$ cat config.mk
export PLATFORM = sky130hd
export DESIGN_NAME = adc_seq_ctrl
export DESIGN_NICKNAME = d
export VERILOG_FILES = /design/src/rtl/adc_seq_pkg.sv /design/src/rtl/adc_sync.sv /design/src/rtl/adc_conv_engine.sv /design/src/rtl/adc_readout.sv /design/src/rtl/adc_seq_ctrl.sv
export SDC_FILE = /design/constraint.sdc
export NUM_CORES = 1
export LEC_CHECK = 0
export ABC_AREA = 0
export BUFFER_PORTS_ARGS = -buffer_cell sky130_fd_sc_hd__buf_2
export CORE_UTILIZATION = 45
export CTS_CLUSTER_SIZE = 40
export DETAILED_ROUTE_END_ITERATION = 12
export PLACE_DENSITY = 0.61
export SLEW_MARGIN = 20
export SYNTH_ARGS = -nofsm -noshare
export SYNTH_HDL_FRONTEND = slang
export SYNTH_SLANG_ARGS = --single-unit
$ cat constraint.sdc
create_clock -name clk -period 5.67 [get_ports clk]
set_input_delay 0.2835 -clock clk [delete_from_list [all_inputs] [get_ports clk]]
set_output_delay 0.2835 -clock clk [all_outputs]
set_load 0.05 [all_outputs]
$ cat src/rtl/adc_seq_pkg.sv
package adc_seq_pkg;

    localparam int NCH   = 4;
    localparam int CH_W  = $clog2(NCH);
    localparam int RES_W = 12;
    localparam int RUN_W = 8;

    typedef logic [NCH-1:0]   mask_t;
    typedef logic [CH_W-1:0]  ch_t;
    typedef logic [RES_W-1:0] word_t;

    // lowest enabled channel, 0 when the mask is empty
    function automatic ch_t lowest_ch(input mask_t m);
        ch_t r;
        r = '0;
        for (int i = NCH - 1; i >= 0; i--) begin
            if (m[i]) r = ch_t'(i);
        end
        return r;
    endfunction

    // next enabled channel above p, wrapping; p itself when alone
    function automatic ch_t next_ch(input mask_t m, input ch_t p);
        ch_t r;
        ch_t idx;
        logic found;
        r = p;
        found = 1'b0;
        for (int i = 1; i < NCH; i++) begin
            idx = ch_t'(int'(p) + i);
            if (!found && m[idx]) begin
                r = idx;
                found = 1'b1;
            end
        end
        return r;
    endfunction

endpackage

$ cat src/rtl/adc_sync.sv
module adc_sync #(
    parameter int W = 1,
    parameter int STAGES = 2,
    parameter logic [W-1:0] RST_VAL = '0
) (
    input  logic         clk,
    input  logic         rst_n,
    input  logic [W-1:0] d,
    output logic [W-1:0] q
);
    logic [STAGES-1:0][W-1:0] pipe_q;

    generate
        if (STAGES == 1) begin : g_one
            always_ff @(posedge clk or negedge rst_n) begin
                if (!rst_n) pipe_q <= RST_VAL;
                else        pipe_q <= d;
            end
        end else begin : g_many
            always_ff @(posedge clk or negedge rst_n) begin
                if (!rst_n) pipe_q <= {STAGES{RST_VAL}};
                else        pipe_q <= {pipe_q[STAGES-2:0], d};
            end
        end
    endgenerate

    assign q = pipe_q[STAGES-1];
endmodule

$ cat src/rtl/adc_conv_engine.sv
module adc_conv_engine
    import adc_seq_pkg::*;
#(
    parameter int CONV_CLKS = 4,
    localparam int CNT_W = $clog2(CONV_CLKS + 1)
) (
    input  logic             clk,
    input  logic             rst_n,
    input  logic             start_i,
    input  mask_t            mask_i,
    output logic             accept_o,
    output logic             busy_o,
    output mask_t            seq_o,
    output word_t [NCH-1:0]  res_o
);
    typedef struct packed {
        logic             busy;
        mask_t            seq;
        mask_t            pend;
        logic [CNT_W-1:0] cnt;
        logic [RUN_W-1:0] run;
        word_t [NCH-1:0]  res;
    } eng_t;

    eng_t q, d;
    ch_t  cur_ch;

    assign accept_o = start_i && !q.busy;
    assign cur_ch   = lowest_ch(q.pend);

    always_comb begin
        d = q;
        if (accept_o) begin
            d.busy = 1'b1;
            d.seq  = mask_i;
            d.pend = mask_i;
            d.cnt  = '0;
            d.run  = q.run + 1'b1;
        end else if (q.busy) begin
            if (q.pend == '0) begin
                d.busy = 1'b0;
            end else if (q.cnt == CNT_W'(CONV_CLKS - 1)) begin
                d.res[cur_ch]  = {cur_ch, 2'b00, q.run};
                d.pend[cur_ch] = 1'b0;
                d.cnt          = '0;
                if ((q.pend & ~(mask_t'(1) << cur_ch)) == '0) d.busy = 1'b0;
            end else begin
                d.cnt = q.cnt + 1'b1;
            end
        end
    end

    always_ff @(posedge clk or negedge rst_n) begin
        if (!rst_n) q <= '0;
        else        q <= d;
    end

    assign busy_o = q.busy;
    assign seq_o  = q.seq;
    assign res_o  = q.res;

    assert_start_busy_R1: assert property (@(posedge clk) disable iff (!rst_n)
        accept_o |=> busy_o);
    assert_busy_end_R2: assert property (@(posedge clk) disable iff (!rst_n)
        $fell(busy_o) |-> $countones($past(q.pend)) <= 1);
    assert_seq_hold_R3: assert property (@(posedge clk) disable iff (!rst_n)
        (busy_o && $past(busy_o)) |-> $stable(seq_o));
    assert_ignore_busy_R9: assert property (@(posedge clk) disable iff (!rst_n)
        (start_i && busy_o) |=> $stable(q.run));
endmodule

$ cat src/rtl/adc_readout.sv
module adc_readout
    import adc_seq_pkg::*;
(
    input  logic             clk,
    input  logic             rst_n,
    input  logic             accept_i,
    input  mask_t            mask_i,
    input  mask_t            seq_i,
    input  logic             rd_done_i,
    input  word_t [NCH-1:0]  res_i,
    output word_t            word_o,
    output logic             first_o
);
    typedef struct packed {
        ch_t ptr;
    } rdo_t;

    rdo_t q, d;

    always_comb begin
        d = q;
        if (accept_i)       d.ptr = lowest_ch(mask_i);
        else if (rd_done_i) d.ptr = next_ch(seq_i, q.ptr);
    end

    always_ff @(posedge clk or negedge rst_n) begin
        if (!rst_n) q <= '0;
        else        q <= d;
    end

    assign word_o  = res_i[q.ptr];
    assign first_o = (q.ptr == lowest_ch(seq_i));

    assert_ptr_on_sel_R7: assert property (@(posedge clk) disable iff (!rst_n)
        (seq_i != '0) |-> seq_i[q.ptr]);
    assert_reset_first_R11: assert property (@(posedge clk) disable iff (!rst_n)
        accept_i |=> first_o);
endmodule

$ cat src/rtl/adc_seq_ctrl.sv
module adc_seq_ctrl
    import adc_seq_pkg::*;
#(
    parameter int CONV_CLKS = 4,
    parameter int SYNC_STAGES = 2
) (
    input  logic        clk,
    input  logic        rst_n,
    input  logic        convst,
    input  logic        cs_n,
    input  logic        rd_n,
    input  logic        wr_n,
    input  logic [3:0]  sel_pins,
    input  logic        sw_sel,
    input  logic        run_n_stby,
    input  logic [3:0]  data_i,
    output logic [11:0] data_o,
    output logic        data_oe,
    output logic        busy,
    output logic        first_o
);
    localparam int NSTR = 4;    // convst, cs_n, rd_n, wr_n

    typedef struct packed {
        logic [NSTR-1:0] prev;
        mask_t           creg;
    } top_t;

    top_t q, d;
    logic [NSTR-1:0] s;
    logic cv_rise, wr_rise, rd_rise, cs_low, start, accept;
    mask_t sel_mask, seq;
    word_t [NCH-1:0] res;

    adc_sync #(.W(NSTR), .STAGES(SYNC_STAGES), .RST_VAL(4'b0111)) u_sync (
        .clk(clk), .rst_n(rst_n),
        .d({convst, cs_n, rd_n, wr_n}), .q(s)
    );

    assign cv_rise  = s[3] && !q.prev[3];
    assign cs_low   = !s[2];
    assign rd_rise  = s[1] && !q.prev[1];
    assign wr_rise  = s[0] && !q.prev[0];
    assign start    = cv_rise && run_n_stby;
    assign sel_mask = sw_sel ? q.creg : sel_pins;

    always_comb begin
        d = q;
        d.prev = s;
        if (wr_rise && cs_low && s[1]) d.creg = data_i;
    end

    always_ff @(posedge clk or negedge rst_n) begin
        if (!rst_n) q <= '{prev: 4'b0111, creg: '0};
        else        q <= d;
    end

    adc_conv_engine #(.CONV_CLKS(CONV_CLKS)) u_eng (
        .clk(clk), .rst_n(rst_n), .start_i(start), .mask_i(sel_mask),
        .accept_o(accept), .busy_o(busy), .seq_o(seq), .res_o(res)
    );

    adc_readout u_rdo (
        .clk(clk), .rst_n(rst_n), .accept_i(accept), .mask_i(sel_mask),
        .seq_i(seq), .rd_done_i(rd_rise && cs_low), .res_i(res),
        .word_o(data_o), .first_o(first_o)
    );

    assign data_oe = !cs_n && !rd_n;

    assert_creg_write_R4: assert property (@(posedge clk) disable iff (!rst_n)
        (wr_rise && cs_low && s[1]) |=> (q.creg == $past(data_i)));
    assert_creg_hold_R4: assert property (@(posedge clk) disable iff (!rst_n)
        !cs_low |=> $stable(q.creg));
    assert_standby_R10: assert property (@(posedge clk) disable iff (!rst_n)
        (!run_n_stby && !busy) |=> !busy);
    assert_oe_R5: assert property (@(posedge clk) disable iff (!rst_n)
        (cs_n || rd_n) |-> !data_oe);
endmodule

======== Yosys cells after proc, flatten, opt, wreduce, memory -nomap -nowiden ========
Index checks and enable logic that the tools add are counted.
Widths: inputs -> output; s select.
storage, ports and cells
  register bits ........................... 86
  bits of input ports ..................... 16
  output and inout port bits .............. 15
  word-level logic and storage cells ...... 113
cells by class
  add/subtract/negate cells ............... 5
  order comparisons ....................... 6
  eq/ne operators ......................... 3
  shift-type cells ........................ 1
  mux-type cells .......................... 47
  bitwise operators ....................... 6
  reductions and logical operators ........ 31
operator list
  cell                 number
  $bwmux 48            1
  $mux 2               17
  $bmux 12 s2          1
  $demux 12 s2         1
  $mux 12              2
  $mux 7               3
  $lt 2x3->1 const B   5
  $mux 1               15
  $logic_and 1x1->1    12
  $logic_not 1->1      9
  $add 8x1->8 const B  1
  $and 4x4->4          2
  $logic_not 4->1      2
  $mux 4               2
  $not 4->4            2
  $bmux 1 s2           3
  $reduce_bool 2->1    3
  $add 2x2->2 const B  2
  $reduce_and 2->1     2
  $reduce_and 4->1     1
  $reduce_bool 4->1    1
  $shl 1x2->4 const A  1
  $add 3x1->3 const B  1
  $eq 3x2->1 const B   1
  8 further kinds      9

======== Longest topological paths before layout ========
  depth in word-level cells ............... 16
  gate-level depth with buffers ........... 6
  gate-level depth less buffers ........... 5

======== Modules after synthesis ========
A second synthesis with hierarchy kept.
unflattened totals
  cell total of the unflattened synthesis .. 321
  area, all modules ....................... 3,958.8 sq um
by module, submodules not included
  module           times used  cells each  area each (sq um)  sequential area each (sq um)
  adc_conv_engine  1           229         2,777.7            1,501.4
  adc_readout      1           60          640.6              50.0
  adc_seq_ctrl     1           20          302.8              177.7
  adc_sync         1           12          237.7              207.7

======== Worst setup path after synthesis ========
Ideal clock, no wire load.
  kind .................................... reg2out
  start point ............................. reg u_rdo.q[0] (netlist bit)
  end point ............................... out first_o
  data arrival time ....................... 1.712 ns
  data required time ...................... 5.387 ns
  setup slack ............................. 3.675 ns
  cell stages (with the launch flop) ...... 7
  path buffers ............................ 2
  cell sequence ........................... dfrtp_1 buf_6 buf_4 nand2_1 mux2i_1 a31oi_1 o22ai_1
on the way
  longest elaborated chain between the ends .. 1
RTL lines
  what                      RTL line            source
  start: declaration        adc_readout.sv:18   rdo_t q, d;
  start signal: assignment  adc_readout.sv:27   if (!rst_n) q <= '0;
  start signal: assignment  adc_readout.sv:28   else q <= d;
  $eq 2x2->1                adc_readout.sv:32   assign first_o = (q.ptr == lowest_ch(seq_i));
  end: declaration          adc_seq_ctrl.sv:20  output logic first_o
No other way between the ends.

======== Worst setup path in the final report ========
  start point ............................. reg u_rdo.q[0] (netlist bit)
  end point ............................... out data_o[1]
on the way
  longest elaborated chain between the ends .. 2
RTL lines
  what                           RTL line            source
  $bmux 12 s2                    adc_readout.sv:31   assign word_o = res_i[q.ptr];
  $mux 12 (implied by the code)  adc_readout.sv:31
  end: declaration               adc_seq_ctrl.sv:17  output logic [11:0] data_o,
No other way between the ends. The select of a mux whose other input is x is not followed.

==> impl_metrics.csv <==
group,metric,value,unit
outcome,status,"complete, no violations",
critical_path,critical_path_fanout_max,19,
clocking,cts_sinks,77,
synth,ys_ff_latch,77,
synth,post_synth_top_area_share,50.3,%
clocking,cts-hold-fix-buffers,0,
clocking,clkSlewWorstSetupHoldPaths,0.07,ns
detailed_routing,routed_via_density,5.25,
die,rows,31,
synth,proportion_of_register_bits_with_asynchronous_set_or_reset_after_synthesis,100,%
critical_path,cp_data_arrival_time,2.25,ns
grt,number_of_global_route_vias_before_repair,1966,
sta,timing.setup.tns,0,ns
synth,synth_top_area_cell,"sky130_fd_sc_hd__dfrtp_1",
critical_path,critical_path.cell_chain,"mux4_1, buf_2",
synth,synth_sequential_area_ratio,56.5,%
clocking,numCtsBuffers,9,
die,fp.dieW,89.3,um
layout,synthToLayoutAreaGrowth,10.9,%
sta,rsz0062_at_grt,"false",
sta,min_period,2.53,ns
die,initial_utilization,47.0,%
die,core_footprint,7290,um2
worst_hold_path,timing.hold.worst.class,"in -> reg",
grt,overflow,0,
sta,post-route-period-util,44.7,%
place,io_buffers,28,
die,die_y,89.3,um
layout,drive_gt1_share,35.1,%
sta,timing_hold_violations_final,0,
clocking,cts-root-to-sink-buffers,2,
clocking,tritoncts,"done",
power_and_ir_drop,leak_pwr,0.00186,uW
critical_path,crit_slowest_cell,"sky130_fd_sc_hd__dfrtp_1",
layout,filler_cell_count,660,
detailed_routing,post_drt_wl_per_cell,15.5,um
synth,ys.warnings.count,0,
sta,final-max-slew-violation-count,0,
layout,stdcell_area,3800,um2
synth,synth.lib_cells_used.distinct,49,
detailed_routing,drt_wl_total,5990,um
detailed_routing,via_count_of_the_routed_design,2032,
power_and_ir_drop,pwr_dens,434,nW/um2
place,hpwl,3880,um
critical_path,worst_setup_path_end_kind,"output pin",
sta,timing.slew.headroom,33.8,%
power_and_ir_drop,vdd.ir_drop.worst,311,uV
sta,max_freq,395,MHz
synth,syn_area_per_cell,13.4,um2
sta,worstMarginPinSlew,0.993,ns
place,routabilityCongestion,0.813,
grt,antenna_found_initial,0,
die,die_area,7970,um2
sta,clock-skew-final,0.00768,ns
synth,count_of_flip_flops_with_a_built_in_enable_after_synthesis,0,
critical_path,critical-path-max-stage-delay,1.00,ns
layout,finish.net_count,301,
clocking,h-tree-depth,3,
critical_path,required,5.39,ns
critical_path,worst-setup-path-type,"reg -> out",
place,placed_area,3620,um2
critical_path,worst_setup_path_start_kind,"flop",
clocking,cts.repair.resized,0,
layout,final_core_utilization,52.2,%
detailed_routing,final_antenna_net_count,0,
clocking,clk-insertion-delay-late,0.34,ns
synth,post_synth_instance_area,3430,um2
clocking,post_cts_buffers,0,
synth,most_numerous_cell_types_in_the_synthesized_netlist,"69 x sky130_fd_sc_hd__dfrtp_1, 34 x sky130_fd_sc_hd__mux2_2, 15 x sky130_fd_sc_hd__nand2_1, 12 x sky130_fd_sc_hd__nor2_1",
detailed_routing,detailedRoute.firstPassIterationCount,4,
detailed_routing,drcViolationCount,0,
sta,setup_viol,0,
run,cap_viol_max_count,0,
synth,syn-instance-count,256,
place,place_ws,3.34,ns
grt,grt_pass1_wl,9740,um
synth,synth.most_common_cell,"sky130_fd_sc_hd__dfrtp_1",
power_and_ir_drop,total_power,1650,uW
die,num_io_pins,31,
synth,ys.flop_type,"sky130_fd_sc_hd__dfrtp_1",
grt,largest_net_degree_at_the_start_of_global_routing,78,
clocking,clockRootBuffer,"sky130_fd_sc_hd__clkbuf_8",
grt,grt_usage,16.9,%
synth,yosys-top-cells-area,"sky130_fd_sc_hd__dfrtp_1 50%, sky130_fd_sc_hd__mux2_2 11%, sky130_fd_sc_hd__dfstp_2 6.1%",
sta,setup_ws,3.14,ns
detailed_routing,initialDrtViolationCount,84,
layout,antenna_cells_inserted,0,
==> kinds of logic (layout without fill, tap and decap cells) <==
kind of cell	count (synthesis)	count (layout)	share of synthesized area, %
AO/OA/AOI/OAI	32	32	6.20
other	1	2	0.109
adder cells (fa/ha/maj)	2	2	0.730
buffers and inverters	20	51	3.10
multiplexers	52	52	20.8
flip-flops	77	77	56.5
XOR/XNOR	8	8	2.04
AND/OR/NAND/NOR	64	64	10.5
==> sequential cells by signal, indices dropped and copies added (netlist names) <==
| register | flops |
|---|---|
| u_sync.pipe_q | 4 |
| u_sync.q | 4 |
| q | 7 |
| u_eng.seq_o | 4 |
| u_eng.res_o | 40 |
| u_eng.q | 15 |
| u_eng.busy_o | 1 |
| u_rdo.q | 2 |
==> power breakdown <==
| part | leakage [uW] | internal (uW) | switching [uW] | total, uW |
|---|---|---|---|---|
| Clock | 0.0000943 | 203 | 189 | 392 |
| Combinational | 0.000764 | 205 | 232 | 437 |
| Sequential | 0.00100 | 657 | 164 | 820 |
==> critical path: cells and delay by family (launching register included) <==
family                 cells  cell delay, ns
buffers and inverters      1            0.23
flip-flops                 1            1.00
multiplexers               1            0.67
==> routing by layer <==
metal	share of wire, %	track usage (%)	vias to the layer above
met5	0	0	-
li1	-	-	973
met2	45	25.3	30
met4	1.9	9.24	0
met3	2.5	2.77	9
met1	51	23.9	1020
==> per-stage QoR <==
step	hold slack, ns	std cells
after detailed placement	0.343	371
after global routing	0.0238	387
after global placement	0.337	371
final	0.0350	387
after CTS	0.0158	387
after floorplan	-0.0121	257
==> worst paths after layout <==
check | cells past startpoint | start | slack (ns) | endpoint
min in group asynchronous | 1 | rst_n | 0.09 | q[7]$_DFF_PN0_
min reg2reg | 0 | u_sync.pipe_q[3]$_DFF_PN0_ | 0.36 | u_sync.q[3]$_DFF_PN0_
max in group asynchronous | 1 | rst_n | 4.96 | u_eng.res_o[22]$_DFFE_PN0P_
min | 1 | wr_n | 0.04 | u_sync.pipe_q[0]$_DFF_PN1_
max reg2reg | 5 | u_rdo.q[0]$_DFFE_PN0P_ | 3.39 | u_rdo.q[0]$_DFFE_PN0P_
max | 2 | u_rdo.q[0]$_DFFE_PN0P_ | 3.14 | data_o[1]
==> layout make-up <==
class                   instances  area [um2]  area share, %
clock buffers                  12         135           3.55
clock inverters                 4        48.8           1.28
inverters                       7        26.3          0.691
multi-input cells             160        1390           36.5
flip-flops and latches         77        1940           50.9
well taps                      99         124           3.26
repair buffers                 28         143           3.75
==> cells in the final DEF (no fill, tap or decap), drive strengths merged, types with 2 or more instances in the layout <==
| master | instances |
|---|---|
| dfrtp | 69 |
| mux2 | 35 |
| buf | 28 |
| nand2 | 15 |
| nor2 | 13 |
| clkbuf | 12 |
| mux4 | 11 |
| o21ai | 10 |
| dfstp | 8 |
| a21oi | 7 |
| inv | 7 |
| mux2i | 6 |
| nand2b | 5 |
| xnor2 | 5 |
| nand3 | 5 |
| nor2b | 4 |
| nand4 | 4 |
| o22ai | 3 |
| nor3 | 3 |
| and2 | 3 |
| xor2 | 3 |
| clkinv | 3 |
| nor4 | 2 |
| a31oi | 2 |
| a21o | 2 |
| a31o | 2 |
| or2 | 2 |
| nor4b | 2 |
| ha | 2 |
| conb | 2 |
Power figures use the tool's default switching activity.
